`src/rtl/drga_pkg.sv`:
```
package drga_pkg;

    localparam int WORD_W  = 32;
    localparam int SEG_W   = 8;
    localparam int NUM_SEG = WORD_W / SEG_W;
    localparam int RANGE_W = $clog2(WORD_W + 1);

    typedef logic [WORD_W-1:0]  word_t;
    typedef logic [NUM_SEG-1:0] seg_mask_t;
    typedef logic [RANGE_W-1:0] range_t;

    typedef enum logic {
        OP_ADD = 1'b0,
        OP_SUB = 1'b1
    } op_e;

    // Stage-one bookkeeping that travels with the frozen operand registers.
    typedef struct packed {
        logic      valid;
        logic      cin;
        seg_mask_t mask;
    } stage1_t;

    typedef struct packed {
        logic      valid;
        seg_mask_t mask;
        word_t     value;
    } stage2_t;

    // Significant bits of a two's-complement word: one more than the
    // highest position where a bit differs from the bit below it.
    function automatic range_t eff_range(word_t x);
        range_t n;
        n = range_t'(1);
        for (int i = 1; i < WORD_W; i++) begin
            if (x[i] ^ x[i-1]) n = range_t'(i + 1);
        end
        return n;
    endfunction

    // Thermometer mask covering range + one guard bit, capped at NUM_SEG.
    function automatic seg_mask_t seg_mask(range_t r);
        seg_mask_t m;
        int cnt;
        cnt = (int'(r) + SEG_W) / SEG_W;
        if (cnt > NUM_SEG) cnt = NUM_SEG;
        for (int i = 0; i < NUM_SEG; i++) m[i] = (i < cnt);
        return m;
    endfunction

    // True when x is the sign extension of its low n bits.
    function automatic logic fits_signed(word_t x, int n);
        logic ok;
        ok = 1'b1;
        if (n > 0 && n < WORD_W) begin
            for (int i = 0; i < WORD_W; i++) begin
                if (i >= n && x[i] != x[n-1]) ok = 1'b0;
            end
        end
        return ok;
    endfunction

endpackage

```
`src/rtl/drga_width_sel.sv`:
```
module drga_width_sel
    import drga_pkg::*;
(
    input  word_t     opa,
    input  word_t     opb,
    output seg_mask_t mask
);
    range_t ra;
    range_t rb;
    range_t rmax;

    always_comb begin
        ra   = eff_range(opa);
        rb   = eff_range(opb);
        rmax = (ra > rb) ? ra : rb;
        mask = seg_mask(rmax);
    end

endmodule

```
`src/rtl/drga_seg.sv`:
```
module drga_seg #(
    parameter int SW = drga_pkg::SEG_W
) (
    input  logic          clk,
    input  logic          rst,
    input  logic          load,
    input  logic          en,
    input  logic [SW-1:0] a_in,
    input  logic [SW-1:0] b_in,
    input  logic          carry_in,
    output logic [SW-1:0] sum,
    output logic          carry_out
);
    logic [SW-1:0] a_q;
    logic [SW-1:0] b_q;
    logic [SW:0]   cy;

    // Operand bits only move when this segment takes part in the operation.
    always_ff @(posedge clk) begin
        if (rst) begin
            a_q <= '0;
            b_q <= '0;
        end else if (load && en) begin
            a_q <= a_in;
            b_q <= b_in;
        end
    end

    assign cy[0] = carry_in;

    for (genvar i = 0; i < SW; i++) begin : g_bit
        assign sum[i]  = a_q[i] ^ b_q[i] ^ cy[i];
        assign cy[i+1] = (a_q[i] & b_q[i]) | (cy[i] & (a_q[i] ^ b_q[i]));
    end

    assign carry_out = cy[SW];


    seg_hold_chk: assert property (@(posedge clk) disable iff (rst)
        !(load && en) |=> ($stable(a_q) && $stable(b_q)));

endmodule

```
`src/rtl/drga_sign_ext.sv`:
```
module drga_sign_ext
    import drga_pkg::*;
(
    input  word_t     raw,
    input  seg_mask_t mask,
    output word_t     ext
);
    logic sign;

    // Sign bit is the top bit of the highest enabled segment.
    always_comb begin
        sign = raw[SEG_W-1];
        for (int s = 0; s < NUM_SEG; s++) begin
            if (mask[s]) sign = raw[s*SEG_W + SEG_W - 1];
        end
    end

    for (genvar s = 0; s < NUM_SEG; s++) begin : g_seg
        assign ext[s*SEG_W +: SEG_W] = mask[s] ? raw[s*SEG_W +: SEG_W]
                                               : {SEG_W{sign}};
    end

endmodule

```
`src/rtl/drga_adder.sv`:
```
module drga_adder
    import drga_pkg::*;
(
    input  logic                clk,
    input  logic                rst,
    input  logic                in_valid,
    input  logic [WORD_W-1:0]   in_a,
    input  logic [WORD_W-1:0]   in_b,
    input  logic                in_sub,
    output logic                out_valid,
    output logic [WORD_W-1:0]   result,
    output logic [NUM_SEG-1:0]  seg_en
);
    localparam seg_mask_t ONE_MASK = seg_mask_t'(1);

    op_e       op;
    word_t     b_eff;
    seg_mask_t new_mask;
    stage1_t   s1;
    stage2_t   s2;
    word_t     raw_sum;
    word_t     ext_sum;
    logic [NUM_SEG-1:0] seg_cin;
    logic [NUM_SEG-1:0] seg_cout;

    assign op    = op_e'(in_sub);
    assign b_eff = (op == OP_SUB) ? ~in_b : in_b;

    drga_width_sel u_wsel (
        .opa  (in_a),
        .opb  (b_eff),
        .mask (new_mask)
    );

    always_ff @(posedge clk) begin
        if (rst) begin
            s1 <= '0;
        end else begin
            s1.valid <= in_valid;
            if (in_valid) begin
                s1.cin  <= (op == OP_SUB);
                s1.mask <= new_mask;
            end
        end
    end

    for (genvar s = 0; s < NUM_SEG; s++) begin : g_seg
        if (s == 0) begin : g_first
            assign seg_cin[s] = s1.cin & s1.mask[s];
        end else begin : g_rest
            assign seg_cin[s] = seg_cout[s-1] & s1.mask[s];
        end

        drga_seg #(.SW(SEG_W)) u_seg (
            .clk       (clk),
            .rst       (rst),
            .load      (in_valid),
            .en        (new_mask[s]),
            .a_in      (in_a[s*SEG_W +: SEG_W]),
            .b_in      (b_eff[s*SEG_W +: SEG_W]),
            .carry_in  (seg_cin[s]),
            .sum       (raw_sum[s*SEG_W +: SEG_W]),
            .carry_out (seg_cout[s])
        );
    end

    drga_sign_ext u_sext (
        .raw  (raw_sum),
        .mask (s1.mask),
        .ext  (ext_sum)
    );

    always_ff @(posedge clk) begin
        if (rst) begin
            s2 <= '0;
        end else begin
            s2.valid <= s1.valid;
            if (s1.valid) begin
                s2.value <= ext_sum;
                s2.mask  <= s1.mask;
            end
        end
    end

    assign out_valid = s2.valid;
    assign result    = s2.value;
    assign seg_en    = s2.mask;


    latency_chk: assert property (@(posedge clk) disable iff (rst)
        in_valid |-> ##2 out_valid);


    idle_gap_chk: assert property (@(posedge clk) disable iff (rst)
        !in_valid |-> ##2 !out_valid);


    exact_sum_chk: assert property (@(posedge clk) disable iff (rst)
        in_valid |-> ##2 (result == $past(in_sub ? (in_a - in_b) : (in_a + in_b), 2)));


    seg_therm_chk: assert property (@(posedge clk) disable iff (rst)
        out_valid |-> (seg_en[0] && ((seg_en & (seg_en + ONE_MASK)) == '0)));


    sext_fit_chk: assert property (@(posedge clk) disable iff (rst)
        out_valid |-> fits_signed(result, $countones(seg_en) * SEG_W));

endmodule

```
`config.mk`:
```
export PLATFORM = sky130hd
export DESIGN_NAME = drga_adder
export DESIGN_NICKNAME = d
export VERILOG_FILES = /design/src/rtl/drga_pkg.sv /design/src/rtl/drga_width_sel.sv /design/src/rtl/drga_seg.sv /design/src/rtl/drga_sign_ext.sv /design/src/rtl/drga_adder.sv
export SDC_FILE = /design/constraint.sdc
export NUM_CORES = 1
export LEC_CHECK = 0
export BUFFER_PORTS_ARGS = -buffer_cell sky130_fd_sc_hd__buf_2
export CORE_MARGIN = 2
export CORE_UTILIZATION = 58
export CTS_CLUSTER_DIAMETER = 30
export DETAILED_ROUTE_END_ITERATION = 7
export PLACE_DENSITY = 0.93
export SYNTH_ARGS = -nofsm -noshare
export SYNTH_HDL_FRONTEND = slang
export SYNTH_SLANG_ARGS = --single-unit
```
`constraint.sdc`:
```
create_clock -name clk -period 15.4 [get_ports clk]
set_input_delay 1.54 -clock clk [delete_from_list [all_inputs] [get_ports clk]]
set_output_delay 1.54 -clock clk [all_outputs]
set_load 0.005 [all_outputs]
```
==> metrics.md, run 1 <==
| Metric | Value |
|---|---|
| Post-CTS Setup Repair Bufs | 0 |
| Post-Route WL | between 15000 and 20000 um |
| Max Slew Vio Count | 0 |
| Max IR drop VDD | 0.0627 mV |
| Ratio of cells with drive above 1 in the final layout | 16.1% |
| Gp weighted congestion | between 0.8 and 0.9 |
| LEAKAGE | 3.30 nW |
| Switching power | 0.286 mW |
| Worst-path fanout max | 12 |
| Max-Cap Viols | 0 |
| I/O pin cnt | 105 |
| Max incr delay on CP | 0.41 ns |
| Drc violations | 0 |
| Cell count after synthesis | between 800 and 900 |
| Total core area | 11600 um^2 |
| Outcome | completed |
| Clock sinks | 107 |
| Worst slew pin tran | about 1.2 ns |
| Synthesized area per cell | 8.16 um^2 |
| Detailed-router iteration count before antenna repair | 6 |
| Register area share after synthesis | 30.8% |
| Pin count of the biggest net entering global routing | 108 |
| CP dominant cell by count | fa_1 |
| Hold WC Path Type | register to register |
| Critical Path RT | between 15 and 20 ns |
| Clk root buf | clkbuf_16 |
| CP endpoint kind | register |
| Reg clk slew, reported paths | 0.07 ns |
| CTS buffer count | 9 |
| DR vias/cell | 5.99 |
| First DRT Iteration DRCs | 744 |
| Grt total ovfl | 0 |
| CTS resizes | 0 |
| Area Growth Syn to Fin | 10.7% |
| Cell variety after synth | 60 |
| RSZ-0062 raised after global routing | no |
| Most frequent cells after synthesis | 107 x dfxtp_1, 88 x a21oi_1, 82 x nor2_1 |
| Clock Latency Late Sink | 0.35 ns |
| First-pass GRT wire length | 27100 um |
| IO Port Bufs | 104 |
| Gate power share | 29.7% |
| Yosys reg bits | 107 |
| Arr. time, crit path | approximately 14 ns |
| Vias in the first global route | 5820 |
| Post-CTS Hold Fix Bufs | 0 |
| Main synth FF type | dfxtp_1 |
| Cell with the most instances after synthesis | dfxtp_1 |
| Crit share post-route | about nine tenths |
| Core Rows | 39 |
| Worst setup endpoint | result[21] |
| Layout Nets | 1008 |
| TNS Setup | 0 ns |
| Sequential power share | 40.6% |
| Max Buffers Root-to-Sink | 2 |
| Async S/R FF share, synth | 0% |
| Net count after synthesis | 959 |
| Internal | 0.578 mW |
| GRT Total Usage | between 20% and 30% |
| DR WL/cell | around 16 um |
| Clock skew | 0.00769 ns |
| Fin crit period | 14.03 ns |
| PwrDens | 112 nW/um^2 |
| Post-Syn Area | ~7000 um^2 |
| Post-Place Cells | 1033 |
| Antenna Nets Post-Route | 0 |
| WS Path Type | register to register |
| Reg2reg end | result[21] |
| TritonCTS clock tree | built |
| Top area cells in the synthesized netlist | dfxtp_1 31%, fa_1 8.9%, a21oi_1 6.3%, mux2i_1 5.5%, nand2b_1 4.7% |
| Die ar. | 12900 um^2 |
| Sw frac | between 30% and 40% |
| Synth area leader | dfxtp_1 |
| Reg2Reg Depth | 49 |
| Top cell type's share of synthesized area | 30.8% |
| Final Hold Fails | 0 |
| Die height | approximately 110 um |
| Maximum clock rate | 71.3 MHz |
| Slew margin rel. | 22.4% |
| Worst Setup SP | s1[0] |
| Critical path's slowest cell | fa_1 |
| CP startpoint kind | register |
| DP HPWL | approximately 12000 um |
| Die Width | 114 um |
| Initial Util | 60.1% |
| Non-filler cells, final | roughly 1100 |
| Worst r2r src | s1[0] |
| Reg2reg setup slack | 1.37 ns |
| Syn. warnings | 0 |
| Clock power share | between 20% and 30% |
| H-tree levels | 3 |
| Post-synth EDFFs | 0 |
| Initial antenna violation count | 2 |
| Vias | 6296 |
| # setup viols final | 0 |
[sequential cells by signal, summed over array words and instances (netlist names)]
name	cells
g_seg.u_seg.b_q	32
out_valid	1
s1	6
seg_en	4
result	32
g_seg.u_seg.a_q	32
[through the flow]
stage	worst slack [ns]	power, mW	hold WS, ns	utilization (%)	area (um^2)
global route	0.787	0.909	0.477	66.6	7700
detailed placement	1.54	0.607	0.454	63.6	7360
floorplan	2.10	0.538	0.436	-	6960
finish	1.37	0.865	0.465	66.6	7700
CTS	1.40	0.863	0.463	66.6	7700
global placement	1.80	0.596	0.444	63.6	7360
[layout by cell type (no fill, tap or decap), types with 11 or more instances in the layout]
cell type,instances
a211oi_1,24
fa_1,31
inv_1,34
nand3_1,47
nor3_1,28
buf_2,103
mux2i_1,38
nor2_1,82
o21ai_0,24
xor2_1,27
nand2b_1,52
o22ai_1,14
xnor2_1,11
dfxtp_1,106
nand2_1,47
a21oi_1,88
[layout make-up]
type	count	area (um^2)
antenna	2	5.00
multi-input combinational	642	4360
fill	902	3860
clock buffer	13	270
inverter	34	128
clock inverter	3	68.8
tap	143	179
timing repair buffer	107	546
sequential	107	2140
[routing by layer]
layer / GRT usage, % / wire (um) / part of all wire [%] / vias to the layer above
met5: 0 / 5 / 0.030 / -
met4: 12.6 / 647 / 3.9 / 2
met3: 4.04 / 1290 / 7.7 / 58
met2: 42.4 / 7720 / 46 / 289
met1: 33.6 / 7150 / 43 / 2883
li1: - / - / - / 3064
[worst min path at each step]
stage | start | end | slack [ns] | cells after the start
floorplan | g_seg[1].u_seg.a_q[6] | g_seg[1].u_seg.a_q[6] | 0.44 | 2
global placement | g_seg[1].u_seg.a_q[6] | g_seg[1].u_seg.a_q[6] | 0.44 | 2
detailed placement | g_seg[1].u_seg.a_q[6] | g_seg[1].u_seg.a_q[6] | 0.45 | 2
CTS | g_seg[1].u_seg.a_q[6] | g_seg[1].u_seg.a_q[6] | 0.46 | 2
global route | g_seg[1].u_seg.a_q[6] | g_seg[1].u_seg.a_q[6] | 0.48 | 2
finish | g_seg[1].u_seg.a_q[6] | g_seg[1].u_seg.a_q[6] | 0.46 | 2
[worst max-delay path, delay by kind of cell, from the launching register on]
kind	cells	cell delay (ns)
adder cells (fa/ha/maj)	31	11.06
AND/OR/NAND/NOR	6	1.23
buffers and inverters	8	0.53
flip-flops	1	0.40
AO/OA/AOI/OAI	2	0.33
XOR/XNOR	2	0.28
[power by group through the flow]
stage	sequential [mW]	clock (mW)	combinational (mW)
final	0.351	0.257	0.256
after global routing	0.356	0.268	0.285
after CTS	0.351	0.257	0.255
after detailed placement	0.357	0	0.250
after global placement	0.355	0	0.241
after floorplan	0.344	0	0.194
[kinds of logic (layout without fill, tap and decap cells)]
group	after synthesis	after routing	synth area share (%)
buf+inv	103	157	6.53
mux	38	38	5.47
flops	107	107	30.8
simple gates	320	320	23.4
xor+xnor	38	38	4.79
compound gates	207	207	18.7
other cells	0	2	0
fa+ha+maj	39	39	10.4
(Power assumes the default switching activity.)
==> inputs of run 2 (changes only) <==
Settings changed: CORE_UTILIZATION 58 to 55, PLACE_DENSITY 0.93 to 0.89, SYNTH_HIERARCHICAL set to 1.
==> metrics.md, run 2 <==
| Metric | Value |
|---|---|
| IO Port Bufs | 104 |
| Reg2reg setup slack | 1.26 ns |
| Maximum clock rate | 70.7 MHz |
| GRT Total Usage | approximately a quarter |
| Worst slew pin tran | approximately 1.1 ns |
| Max-Cap Viols | 0 |
| Area Growth Syn to Fin | 7.81% |
| Slew margin rel. | 25.9% |
| RSZ-0062 raised after global routing | no |
| # setup viols final | 0 |
| Total core area | 14000 um^2 |
| Crit share post-route | 91.8% |
| Critical Path RT | 15.68 ns |
| I/O pin cnt | 105 |
| WS Path Type | register to register |
| H-tree levels | 3 |
| Die Width | 124 um |
| Non-filler cells, final | 1118 |
| CP startpoint kind | register |
| CP dominant cell by count | fa_1 |
| Post-CTS Setup Repair Bufs | 0 |
| DR WL/cell | 17.9 um |
| TNS Setup | 0 ns |
| Grt total ovfl | 0 |
| Post-CTS Hold Fix Bufs | 0 |
| Reg clk slew, reported paths | 0.07 ns |
| Detailed-router iteration count before antenna repair | 5 |
| Final Hold Fails | 0 |
| Vias | 6838 |
| Net count after synthesis | 984 |
| Worst setup margin | around 1.3 ns |
| Arr. time, crit path | 14.42 ns |
| Clock skew | 0.00970 ns |
| Drc violations | 0 |
| Die height | 124 um |
| DP HPWL | 13900 um |
| CTS resizes | 0 |
| Max incr delay on CP | ~0.47 ns |
| Max Slew Vio Count | 0 |
| Reg2reg end | result[12] |
| Fin crit period | 14.14 ns |
| Worst Hold Depth | 2 |
| Hold Path End | result[31] |
| Clk root buf | clkbuf_16 |
| Syn. warnings | 6 |
| Initial antenna violation count | 0 |
| PwrDens | about 120 nW/um^2 |
| Most frequent cells in the layout | 106 x dfxtp_1, 102 x buf_2, 66 x nor2_1 |
| Hold_sp | result[31] |
| Inserted Diodes | 0 |
| Worst Setup SP | s1[0] |
| Clock Latency Late Sink | 0.36 ns |
| Initial Util | 56.6% |
| Synthesized area per cell | 9.04 um^2 |
| Die ar. | 15400 um^2 |
| Post-Place Setup Slack | 1.51 ns |
| Hold slack | ~0.5 ns |
| Core Rows | 43 |
| Worst-path fanout max | 13 |
| Clock sinks | 107 |
| Reg2Reg Depth | 57 |
| TritonCTS clock tree | built |
| Vias in the first global route | 6123 |
| Commonest non-fill, non-tap cell in the layout | dfxtp_1 |
| Cell count after synthesis | 876 |
| # fillers | 1186 |
| Pin count of the biggest net entering global routing | 97 |
| Antenna Nets Post-Route | 0 |
| Critical path's slowest cell | a211oi_2 |
| DR vias/cell | 6.12 |
| Post-Place Cells | 1102 |
| Gp weighted congestion | ~0.9 |
| Outcome | completed |
| LEAKAGE | 3.70 nW |
| First-pass GRT wire length | 31400 um |
| Post-Syn Area | ~7900 um^2 |
| CTS buffer count | 9 |
| CP endpoint kind | register |
| Max Buffers Root-to-Sink | 2 |
| Layout Nets | 1041 |
| Post-Route WL | 20000 um |
| Ratio of cells with drive above 1 in the final layout | between 20 and 25% |
| First DRT Iteration DRCs | 649 |
| Max IR drop VDD | roughly 0.066 mV |
| Hold WC Path Type | register to register |
| Worst r2r src | s1[0] |
run 2: through the flow:
| stage | instance area [um^2] | power (mW) | utilization [%] |
|---|---|---|---|
| finish | 8540 | 1.03 | 61.0 |
| global route | 8540 | 1.09 | 61.0 |
| CTS | 8540 | 1.02 | 61.0 |
| detailed placement | 8230 | 0.775 | 58.8 |
| global placement | 8230 | 0.761 | 58.8 |
| floorplan | 7920 | 0.697 | - |
run 2: metal layers:
layer	part of all wire, %	GRT usage, %
met4	1.8	8.08
met1	44	35.8
met3	6.7	3.66
met2	48	42.8
met5	0	0
run 2: area by class of cell:
type,instances,area (um^2),share of cell area (%)
clock inverter,7,85.1,0.997
sequential,107,2140,25.1
timing repair buffer,107,548,6.42
multi-input combinational,644,5070,59.4
tap,180,225,2.64
inverter,64,240,2.81
clock buffer,9,225,2.64
run 2: how the worst max path moves through the flow:
stage / endpoint / slack [ns]
floorplan: result[11] / 2.40
global placement: result[11] / 1.80
detailed placement: result[12] / 1.51
CTS: result[12] / 1.35
global route: result[12] / 0.64
finish: result[12] / 1.26
run 2: power breakdown:
group / internal (mW) / total (mW) / switching, mW
Sequential: 0.320 / 0.361 / 0.0409
Clock: 0.129 / 0.242 / 0.113
Combinational: 0.171 / 0.424 / 0.252
Total: 0.621 / 1.03 / 0.406
run 2: worst max-delay path: cells and delay by family (launching register included):
| family | cells | cell delay [ns] |
|---|---|---|
| buffers and inverters | 16 | 1.12 |
| multiplexers | 1 | 0.08 |
| adder cells (fa/ha/maj) | 32 | 10.96 |
| flip-flops | 1 | 0.42 |
| AO/OA/AOI/OAI | 2 | 0.62 |
| AND/OR/NAND/NOR | 6 | 0.84 |
